## src/rtl/pci_par_pkg.sv

```systemverilog
package pci_par_pkg;

  // Qualifiers decided for one bus clock.
  typedef struct packed {
    logic drive;     // this device owns the parity line next clock
    logic chk_addr;  // address phase to be checked next clock
    logic chk_data;  // completed data phase to be checked next clock
    logic mst_wr;    // completed data phase of own write
  } phase_qual_t;

  localparam phase_qual_t QUAL_IDLE = '{drive: 1'b0, chk_addr: 1'b0,
                                        chk_data: 1'b0, mst_wr: 1'b0};

endpackage

```

## src/rtl/pci_par_qualify.sv

```systemverilog
module pci_par_qualify
  import pci_par_pkg::*;
(
  input  logic        is_master_i,
  input  logic        addr_phase_i,
  input  logic        data_phase_i,
  input  logic        write_i,
  input  logic        irdy_i,
  input  logic        trdy_i,
  output phase_qual_t qual_o,
  output logic        complete_o
);

  // Data moves only when both sides are ready.
  function automatic logic xfer_done(input logic dphase, input logic ir,
                                     input logic tr);
    return dphase & ir & tr;
  endfunction

  // The side that drives the bus drives parity: initiator on writes,
  // target on reads.
  function automatic logic owns_data(input logic mst, input logic wr);
    return mst ? wr : ~wr;
  endfunction

  always_comb begin
    complete_o      = xfer_done(data_phase_i, irdy_i, trdy_i);
    qual_o          = QUAL_IDLE;
    qual_o.drive    = (is_master_i & addr_phase_i)
                    | (data_phase_i & owns_data(is_master_i, write_i));
    qual_o.chk_addr = ~is_master_i & addr_phase_i;
    qual_o.chk_data = complete_o & ~owns_data(is_master_i, write_i);
    qual_o.mst_wr   = complete_o & is_master_i & write_i;
  end

endmodule

```

## src/rtl/pci_par_pipe.sv

```systemverilog
module pci_par_pipe
  import pci_par_pkg::*;
#(
  parameter int AD_W  = 32,
  parameter int CBE_W = 4
) (
  input  logic             clk,
  input  logic             rst_n,
  input  logic [AD_W-1:0]  ad_i,
  input  logic [CBE_W-1:0] cbe_i,
  input  phase_qual_t      qual_i,
  input  logic             par_i,
  output logic             par_o,
  output logic             par_oe_o,
  output logic             mis_addr_o,
  output logic             mis_data_o,
  output logic             mst_wr_o
);

  localparam int BUS_W = AD_W + CBE_W;

  // Even parity: the bit that makes the total count of ones even.
  function automatic logic even_par(input logic [BUS_W-1:0] v);
    logic p;
    p = 1'b0;
    for (int i = 0; i < BUS_W; i++) p = p ^ v[i];
    return p;
  endfunction

  phase_qual_t qual_q;
  logic        par_q;

  always_ff @(posedge clk) begin
    if (!rst_n) begin
      qual_q <= QUAL_IDLE;
      par_q  <= 1'b0;
    end else begin
      qual_q <= qual_i;
      par_q  <= even_par({cbe_i, ad_i});
    end
  end

  assign par_o      = par_q;
  assign par_oe_o   = qual_q.drive;
  assign mis_addr_o = qual_q.chk_addr & (par_i ^ par_q);
  assign mis_data_o = qual_q.chk_data & (par_i ^ par_q);
  assign mst_wr_o   = qual_q.mst_wr;

endmodule

```

## src/rtl/pci_par_report.sv

```systemverilog
module pci_par_report (
  input  logic clk,
  input  logic rst_n,
  input  logic mis_addr_i,
  input  logic mis_data_i,
  input  logic perr_resp_en_i,
  input  logic mst_wr_i,
  input  logic perr_n_i,
  input  logic stat_clr_i,
  output logic perr_n_o,
  output logic perr_oe_o,
  output logic addr_perr_o,
  output logic data_perr_o,
  output logic detected_perr_o,
  output logic tgt_perr_o
);

  logic addr_q, data_q, drv_q, sticky_q, mw_q, tgt_q;

  always_ff @(posedge clk) begin
    if (!rst_n) begin
      addr_q   <= 1'b0;
      data_q   <= 1'b0;
      drv_q    <= 1'b0;
      sticky_q <= 1'b0;
      mw_q     <= 1'b0;
      tgt_q    <= 1'b0;
    end else begin
      addr_q   <= mis_addr_i;
      data_q   <= mis_data_i;
      drv_q    <= mis_data_i & perr_resp_en_i;
      // A new error outranks a clear in the same clock.
      sticky_q <= mis_addr_i | mis_data_i | (sticky_q & ~stat_clr_i);
      mw_q     <= mst_wr_i;
      tgt_q    <= mw_q & ~perr_n_i;
    end
  end

  assign perr_n_o        = ~drv_q;
  assign perr_oe_o       = drv_q;
  assign addr_perr_o     = addr_q;
  assign data_perr_o     = data_q;
  assign detected_perr_o = sticky_q;
  assign tgt_perr_o      = tgt_q;

endmodule

```

## src/rtl/pci_parity_unit.sv

```systemverilog
module pci_parity_unit
  import pci_par_pkg::*;
#(
  parameter int AD_W  = 32,
  parameter int CBE_W = 4
) (
  input  logic             clk,
  input  logic             rst_n,
  input  logic [AD_W-1:0]  ad_i,
  input  logic [CBE_W-1:0] cbe_i,
  input  logic             is_master_i,
  input  logic             addr_phase_i,
  input  logic             data_phase_i,
  input  logic             write_i,
  input  logic             irdy_i,
  input  logic             trdy_i,
  input  logic             par_i,
  output logic             par_o,
  output logic             par_oe_o,
  input  logic             perr_resp_en_i,
  input  logic             perr_n_i,
  output logic             perr_n_o,
  output logic             perr_oe_o,
  input  logic             stat_clr_i,
  output logic             addr_perr_o,
  output logic             data_perr_o,
  output logic             detected_perr_o,
  output logic             tgt_perr_o
);

  // Named internal events, visible to the bound checker.
  phase_qual_t qual_now;
  logic        complete_now;
  logic        mis_addr_now;
  logic        mis_data_now;
  logic        mst_wr_now;

  pci_par_qualify u_qualify (
    .is_master_i  (is_master_i),
    .addr_phase_i (addr_phase_i),
    .data_phase_i (data_phase_i),
    .write_i      (write_i),
    .irdy_i       (irdy_i),
    .trdy_i       (trdy_i),
    .qual_o       (qual_now),
    .complete_o   (complete_now)
  );

  pci_par_pipe #(.AD_W(AD_W), .CBE_W(CBE_W)) u_pipe (
    .clk        (clk),
    .rst_n      (rst_n),
    .ad_i       (ad_i),
    .cbe_i      (cbe_i),
    .qual_i     (qual_now),
    .par_i      (par_i),
    .par_o      (par_o),
    .par_oe_o   (par_oe_o),
    .mis_addr_o (mis_addr_now),
    .mis_data_o (mis_data_now),
    .mst_wr_o   (mst_wr_now)
  );

  pci_par_report u_report (
    .clk             (clk),
    .rst_n           (rst_n),
    .mis_addr_i      (mis_addr_now),
    .mis_data_i      (mis_data_now),
    .perr_resp_en_i  (perr_resp_en_i),
    .mst_wr_i        (mst_wr_now),
    .perr_n_i        (perr_n_i),
    .stat_clr_i      (stat_clr_i),
    .perr_n_o        (perr_n_o),
    .perr_oe_o       (perr_oe_o),
    .addr_perr_o     (addr_perr_o),
    .data_perr_o     (data_perr_o),
    .detected_perr_o (detected_perr_o),
    .tgt_perr_o      (tgt_perr_o)
  );

endmodule

```

## config.mk

```make
export PLATFORM = sky130hd
export DESIGN_NAME = pci_parity_unit
export DESIGN_NICKNAME = d
export VERILOG_FILES = /design/src/rtl/pci_par_pkg.sv /design/src/rtl/pci_par_qualify.sv /design/src/rtl/pci_par_pipe.sv /design/src/rtl/pci_par_report.sv /design/src/rtl/pci_parity_unit.sv
export SDC_FILE = /design/constraint.sdc
export NUM_CORES = 1
export LEC_CHECK = 0
export BUFFER_PORTS_ARGS = -buffer_cell sky130_fd_sc_hd__buf_2
export CAP_MARGIN = 20
export CORE_MARGIN = 3
export CORE_UTILIZATION = 40
export CTS_CLUSTER_SIZE = 30
export DETAILED_ROUTE_END_ITERATION = 10
export PLACE_DENSITY = 0.83
export RECOVER_POWER = 50
export SLEW_MARGIN = 20
export SYNTH_ARGS = -nofsm -noshare
export SYNTH_HDL_FRONTEND = slang
export SYNTH_SLANG_ARGS = --single-unit
```

## constraint.sdc

```tcl
create_clock -name clk -period 2.82 [get_ports clk]
set_input_delay 0.846 -clock clk [delete_from_list [all_inputs] [get_ports clk]]
set_output_delay 0.846 -clock clk [all_outputs]
set_load 0.005 [all_outputs]
```

Yosys cells after proc, flatten, opt, wreduce, memory -nomap -nowiden
Cells that the tools add are included.
{"block": "totals", "output_inout_bits": 8, "regBits": 11}
{"block": "op_classes", "n_bitwise": 58, "mux": 1}
{"cell": "bitwise XOR 1 bit", "n": 36}
{"cell": "bitwise AND 1 bit", "n": 13}
{"cell": "NOT 1 bit", "n": 6}
{"cell": "OR 1 bit", "n": 3}
{"cell": "two-way mux 1 bit", "n": 1}

Logic depth before layout (Yosys ltp)
Gate-level depths: netlist of the first run.
{"block": "depth", "depth_word": 35, "ltp_mapped": 5, "depth_no_buf": 5}

Hierarchy
A second synthesis of the first run with hierarchy kept.
{"block": "hier_totals", "cells_unflattened": 68, "hier_area_um2": 696.9}
{"mod": "pci_par_pipe", "instances": 1, "cells_each": 48, "area_each_um2": 478.0}
{"mod": "pci_par_report", "instances": 1, "cells_each": 14, "area_each_um2": 172.7}
{"mod": "pci_par_qualify", "instances": 1, "cells_each": 6, "area_each_um2": 46.3}

Worst setup path after synthesis of the first run
No wires, ideal clock.
{"block": "synth_path", "path_kind": "input port to flip-flop", "from": "in cbe_i[2]", "to": "reg u_pipe.par_q, in the netlist u_pipe.par_o", "cell_stages": 5, "arrival_ns": 1.917, "slack_ns": 0.831, "n_path_buf": 0, "setup_ns": 0.072, "cell_sequence": "xor2_1 xnor2_1 xnor3_1 or2_2 mux2i_1"}
{"block": "synth_via", "elab_chain_len": 2}
{"item": "start: declaration", "line_no": "pci_parity_unit.sv:10", "rtl": "input logic [CBE_W-1:0] cbe_i,"}
{"item": "bitwise XOR 1 bit (2 in series)", "line_no": "pci_par_pipe.sv:26", "rtl": "for (int i = 0; i < BUS_W; i++) p = p ^ v[i];"}
{"item": "end signal: assignment", "line_no": "pci_par_pipe.sv:39", "rtl": "par_q <= even_par({cbe_i, ad_i});"}
{"item": "end: declaration", "line_no": "pci_par_pipe.sv:31", "rtl": "logic par_q;"}
No other way between the ends.
A chain may end at the register's enable or synchronous reset.

Worst setup path after layout of the first run
Same ends and word-level chain as after synthesis.

==> results.md, run 1 <==
* Fin nets at 174
* Critical-path cell list: buf_2 -> xor2_1 -> xnor2_1 -> xnor3_1 -> or2_2 -> mux2i_1
* Routed Antenna Nets at 0
* CP Max Fanout at 2
* P per Cell Area at between 400 and 500 mW/mm^2
* Crit path from: cbe_i[2]
* Mapped cell area at 666 sq um
* Number of global-route vias before repair at 579
* Final Max Tran Viols at 0
* Fin cells at 141
* Setup_tns at 0 ps
* Top cell type's share of synthesized area at 34.2%
* Worst VDD drop at roughly 0.00028 V
* Main synth FF type: dfxtp_1
* Leakage Power at 0.489 nW
* Outcome: completed
* Highest Signal Layer: met4
* Synth area leader: xnor2_1
* Synth cell count leaders: 26 x xnor2_1, 11 x dfxtp_1, 5 x xor2_1, 4 x nor2_1, 3 x nand2_1
* # clock sinks at 11
* CP Class: primary input to flip-flop
* R2r setup slk at ~1900 ps
* Top-count cell post-synth: xnor2_1
* Yosys reg bits at 11
* CTS resizes at 0
* Area growth, synth to finish at 47.7%
* Reg2Reg Depth at 3
* Pwr Total at 0.481 mW
* CTS root buf: clkbuf_4
* Hold Path Class: flip-flop to flip-flop
* F_max at 0.530 GHz
* Critical R2R Capture: u_report.perr_oe_o$_SDFF_PN0_
* Port bufs at 55
* Post-synth EDFFs at 0
* HPWL Detailed at ~1.3 mm
* Number of CTS-inserted buffers at 3
* # Post-CTS Setup Buffers at 0
* Die ar. at 0.00219 sq mm
* DRT iter0 DRCs at 4
* Clock power share at 21.3%
* Minimum clock period at 1890 ps
* # hold bufs at CTS at 0
* Setup crit end: u_pipe.par_o$_SDFF_PN0_
* Routed wl met3 at around 200 microns
* Sw Share at 26.6%
* Largest net degree at the start of global routing at 8
* Fin crit share at around two thirds
* ANT cells at 0
* Worst setup margin at 934 ps
* Netlist cell types at 18
* Gpl congestion at ~0.64
* Worst skew pair latency at ~260 ps
* Worst path slowest cell: xnor3_1
* Core Footprint at 0.00154 sq mm
* RSZ-0062 raised after global routing: false
* Wl on met1 at 449 microns
* CTS Buffer Depth at 2
* Multi-input logic area at approximately 440 sq um
* CP required at approximately 3000 ps
* Seq. cell area at ~220 sq um
* DP Worst Slack at between 600 and 700 ps
* CTS tree: yes
* First-pass GRT wire length at 1.97 mm
* Max Cap Viol at 0
* Startpoint Class: primary input
* Crit Reg-Reg Startpoint: u_pipe.par_o$_SDFF_PN0_
* Share of post-route cells with drive strength above 1 at between 40 and 50%
* Inst Count DP at 137
* DRC Markers at 0
* Worst-Margin Slew at 274 ps
* Synth Instances at 66
* Wirelength, routed at ~1.5 mm
* Via-to-Cell Ratio at 4.66
* Synth top area cells: xnor2_1 34%, dfxtp_1 33%, xnor3_1 6.8%, xor2_1 6.6%, xnor2_2 2.4%
* Reg clk slew, reported paths at ~60 ps
* Power share of the sequential group at a little over a third
* Switching pwr at between 0.1 and 0.15 mW
* Yosys warnings at 0
* Cell Rows at 14
* Die height at between 40 and 50 microns
* Crit end category: flip-flop
* Final hold violations at 0
* Register area share after synthesis at 33.1%
* Initial antenna violation count at 0
* Wire length per cell at 10.3 microns
* Logic pwr share at 43.0%
* Filler cell count at 159
* Ports at 56
* Chip width at between 40 and 50 microns
* Met2 routed WL at approximately 800 microns
* Mapped Nets at 114
* Worst clock skew at 1.32 ps
* Via count at 657
* Endpoints failing setup at 0
* DR pass1 iterations at 2
* Crit-path max cell delay at 420 ps
* Overflow after GRT at 0
* CP arrival at between 2000 and 2500 ps
* Slew margin rel. at 81.7%
* Initial Utilization at 43.2%
* Internal power at ~0.35 mW
* Synth Area per Inst at between 10 and 15 sq um
* H-tree level count at 1
* Ys async rst share at 0%
* GRT Overall Usage at between 10 and 15%
==> stage by stage <==
step / area (sq um) / hold WS [ps] / utilization [%]
floorplan: 666 / 412 / -
global placement: 961 / 415 / 62.3
detailed placement: 961 / 424 / 62.3
CTS: 987 / 440 / 64.0
global route: 983 / 455 / 63.8
finish: 983 / 442 / 63.8
==> worst min-delay path by stage <==
stage,from,to,slack [ps],cells past startpoint
2_1_floorplan,u_pipe.mst_wr_o$_SDFF_PN0_,u_report.mw_q$_SDFF_PN0_,410,1
3_3_place_gp,u_pipe.mst_wr_o$_SDFF_PN0_,u_report.mw_q$_SDFF_PN0_,420,1
3_5_place_dp,u_pipe.mst_wr_o$_SDFF_PN0_,u_report.mw_q$_SDFF_PN0_,420,1
4_1_cts,u_pipe.mst_wr_o$_SDFF_PN0_,u_report.mw_q$_SDFF_PN0_,440,1
5_1_grt,u_pipe.mst_wr_o$_SDFF_PN0_,u_report.mw_q$_SDFF_PN0_,460,1
6_report,u_pipe.mst_wr_o$_SDFF_PN0_,u_report.mw_q$_SDFF_PN0_,440,1
==> kinds of logic after synthesis <==
group | count (synthesis) | share of synthesized area, %
multiplexers | 1 | 1.50
XOR/XNOR | 34 | 50.0
AND/OR/NAND/NOR | 15 | 11.7
flip-flops | 11 | 33.1
buffers and inverters | 2 | 1.13
AO/OA/AOI/OAI | 3 | 2.63
==> critical path, delay by kind of cell <==
| family | cells | cell delay [ps] |
|---|---|---|
| buffers and inverters | 1 | 100 |
| AND/OR/NAND/NOR | 1 | 280 |
| multiplexers | 1 | 120 |
| XOR/XNOR | 3 | 740 |
==> layout by cell type, fill, tap and decap left out, drive strengths merged <==
master  instances
inv             2
mux2i           1
nand2b          1
nand4           1
a21oi           1
and3            2
xor2            5
and2            2
nor2            4
buf            52
xnor3           2
or2             1
nand2           3
a22oi           1
dfxtp          11
clkbuf          7
o21ai           1
nor3b           1
xnor2          27
==> power groups by stage <==
stage / logic, mW / clock network (mW) / registers, mW
global placement: 0.204 / 0 / 0.175
global route: 0.223 / 0.115 / 0.173
floorplan: 0.148 / 0 / 0.175
CTS: 0.211 / 0.106 / 0.172
detailed placement: 0.210 / 0 / 0.175
finish: 0.206 / 0.102 / 0.172
==> flip-flops by register name (all words and copies together), names as in the netlist <==
name / count
u_pipe.mst_wr_o: 1
u_pipe.par_o: 1
u_pipe.par_oe_o: 1
u_pipe.qual_q: 2
u_report.addr_perr_o: 1
u_report.data_perr_o: 1
u_report.detected_perr_o: 1
u_report.mw_q: 1
u_report.perr_oe_o: 1
u_report.tgt_perr_o: 1
==> per-layer routing <==
metal	track usage, %	vias up
li1	-	326
met5	0	-
met4	3.31	0
met3	4.98	2
met2	26.8	35
met1	10.5	294
==> cell type report <==
class | count | area share, %
flip-flops and latches | 11 | 22.4
repair buffers | 55 | 27.6
well taps | 16 | 2.04
multi-input cells | 53 | 44.5
clock buffers | 4 | 2.67
inverters | 2 | 0.763
(Power assumes the default switching activity.)
==> run 2: changes to the inputs <==
Settings changed: CORE_UTILIZATION 40 to 37, PLACE_DENSITY 0.83 to 0.78.
Clock period 2.82 ns to 1.8 ns, I/O delays scaled along.
==> run 2 against run 1 <==
Routed wire length fell by 5.6%. Largest power group unchanged. Highest routed layer is now met3. Sequential share of layout area is 0.25 points lower. Design area rose by 1.1%.
==> results.md, run 2 (synthesis results as in run 1) <==
* P per Cell Area at 754 mW/mm^2
* CP Class: primary input to flip-flop
* Die height at 48.4 microns
* Worst clock skew at 3.64 ps
* Fin crit share at 88.4%
* Worst hold path depth at 2
* Port bufs at between 50 and 60
* HPWL Detailed at 1.21 mm
* Worst VDD drop at about 0.00051 V
* RSZ-0062 raised after global routing: false
* GRT Overall Usage at 12.3%
* Reg clk slew, reported paths at roughly 60 ps
* Number of global-route vias before repair at 630
* Worst setup margin at around 210 ps
* CP Max Fanout at 2
* Switching pwr at 0.197 mW
* CTS tree: yes
* # clock sinks at 11
* Most common cell after layout, fill and taps aside: buf_2
* First-pass GRT wire length at 2.38 mm
* Outcome: completed
* Sw Share at between 20% and 30%
* Wirelength, routed at 1.38 mm
* Endpoints failing setup at 0
* Minimum clock period at between 1500 and 2000 ps
* CP arrival at 1780 ps
* ANT cells at 0
* Grt met1 use at 11.5%
* CTS Buffer Depth at 2
* Worst path slowest cell: xnor3_1
* F_max at 0.629 GHz
* DRC Markers at 0
* CP required at about 2000 ps
* Core Footprint at roughly 0.0016 sq mm
* Via-to-Cell Ratio at between 4 and 5
* Met3 Resource Use GR at between 6 and 7%
* # hold bufs at CTS at 0
* DR pass1 iterations at 2
* Initial antenna violation count at 0
* Fin nets at 174
* Internal power at 0.553 mW
* Gpl congestion at 0.674
* Crit path from: cbe_i[2]
* Final Max Tran Viols at 0
* H-tree level count at 1
* Hold Path Class: primary input to flip-flop
* CTS resizes at 0
* GR Util met2 at 23.4%
* Chip width at 48.4 microns
* Crit Reg-Reg Startpoint: u_pipe.par_o$_SDFF_PN0_
* Logic pwr share at between 40% and 50%
* Clock power share at approximately a fifth
* Min-delay src: perr_n_i
* Post-DP Area at 971 sq um
* Wire length per cell at 9.23 microns
* Area growth, synth to finish at 49.4%
* Final hold violations at 0
* CTS root buf: clkbuf_4
* Share of post-route cells with drive strength above 1 at a little under half
* Worst skew pair latency at about 260 ps
* Routed Antenna Nets at 0
* Initial Utilization at about two fifths
* DP Worst Slack at -71.2 ps
* Reg2Reg Depth at 3
* Startpoint Class: primary input
* Number of CTS-inserted buffers at 3
* Biggest register: u_pipe.qual_q
* Max reg flops at 2
* DRT iter0 DRCs at 6
* Power share of the sequential group at 35.8%
* Multi-input logic area at 438 sq um
* Pwr Total at 0.750 mW
* Via count at between 600 and 700
* Leakage Power at around 0.49 nW
* Largest net degree at the start of global routing at 8
* Filler cell count at 137
* Seq. cell area at 220 sq um
* Critical-path cell list: buf_2 -> xor2_1 -> xnor2_1 -> xnor3_1 -> or2_2 -> mux2i_1
* Commonest non-fill, non-tap cells in the layout: 53 x buf_2, 26 x xnor2_1, 11 x dfxtp_1
* Overflow after GRT at 0
* Max Cap Viol at 0
* Ports at 56
* Crit end category: flip-flop
* # Post-CTS Setup Buffers at 0
* Busiest layer in global routing: met2
* Setup_tns at 0 ps
* Post-layout instance area at 995 sq um
* Cell Rows at 14
* Die ar. at 0.00234 sq mm
* Crit-path max cell delay at around 420 ps
* Worst-Margin Slew at between 200 and 250 ps
* Slew margin rel. at between 80% and 90%
## run 2: changes by cell type in the layout (fill, tap and decap cells not counted), sizes merged
cell    before  now
buf         52   53
clkbuf       7    6
## run 2: cell type report
cell class	count	area share, %
repair buffers	55	27.4
inverters	2	0.755
clock buffers	4	2.64
multi-input cells	53	44.0
well taps	24	3.02
flip-flops and latches	11	22.1
## run 2: power by group through the flow
stage | clock [mW] | sequential (mW) | combinational (mW)
final | 0.159 | 0.268 | 0.323
after global routing | 0.176 | 0.269 | 0.352
after CTS | 0.167 | 0.268 | 0.329
after detailed placement | 0 | 0.274 | 0.327
after global placement | 0 | 0.274 | 0.322
after floorplan | 0 | 0.275 | 0.232
## run 2: layer usage
layer	up-vias	wire, microns	part of all wire [%]
met4	0	0	0
met2	46	635	46
met5	-	0	0
li1	326	-	-
met3	0	256	19
met1	259	483	35
## run 2: worst max-delay path, delay by kind of cell
family,cells,cell delay [ps]
buffers and inverters,1,100
and+or+nand+nor,1,280
muxes,1,120
xor gates and xnor gates,3,740
## run 2: through the flow
stage               util [%]  hold WS [ps]  instances
floorplan                  -           412         66
global placement        60.9           420        145
detailed placement      60.9           435        145
CTS                     62.6           431        149
global route            62.4           437        149
finish                  62.4           441        149
## run 2: worst paths after layout
check,slack (ps),to
min,440,u_report.tgt_perr_o$_SDFF_PN0_
max,210,u_pipe.par_o$_SDFF_PN0_
max reg2reg,860,u_report.perr_oe_o$_SDFF_PN0_
min reg2reg,440,u_report.mw_q$_SDFF_PN0_
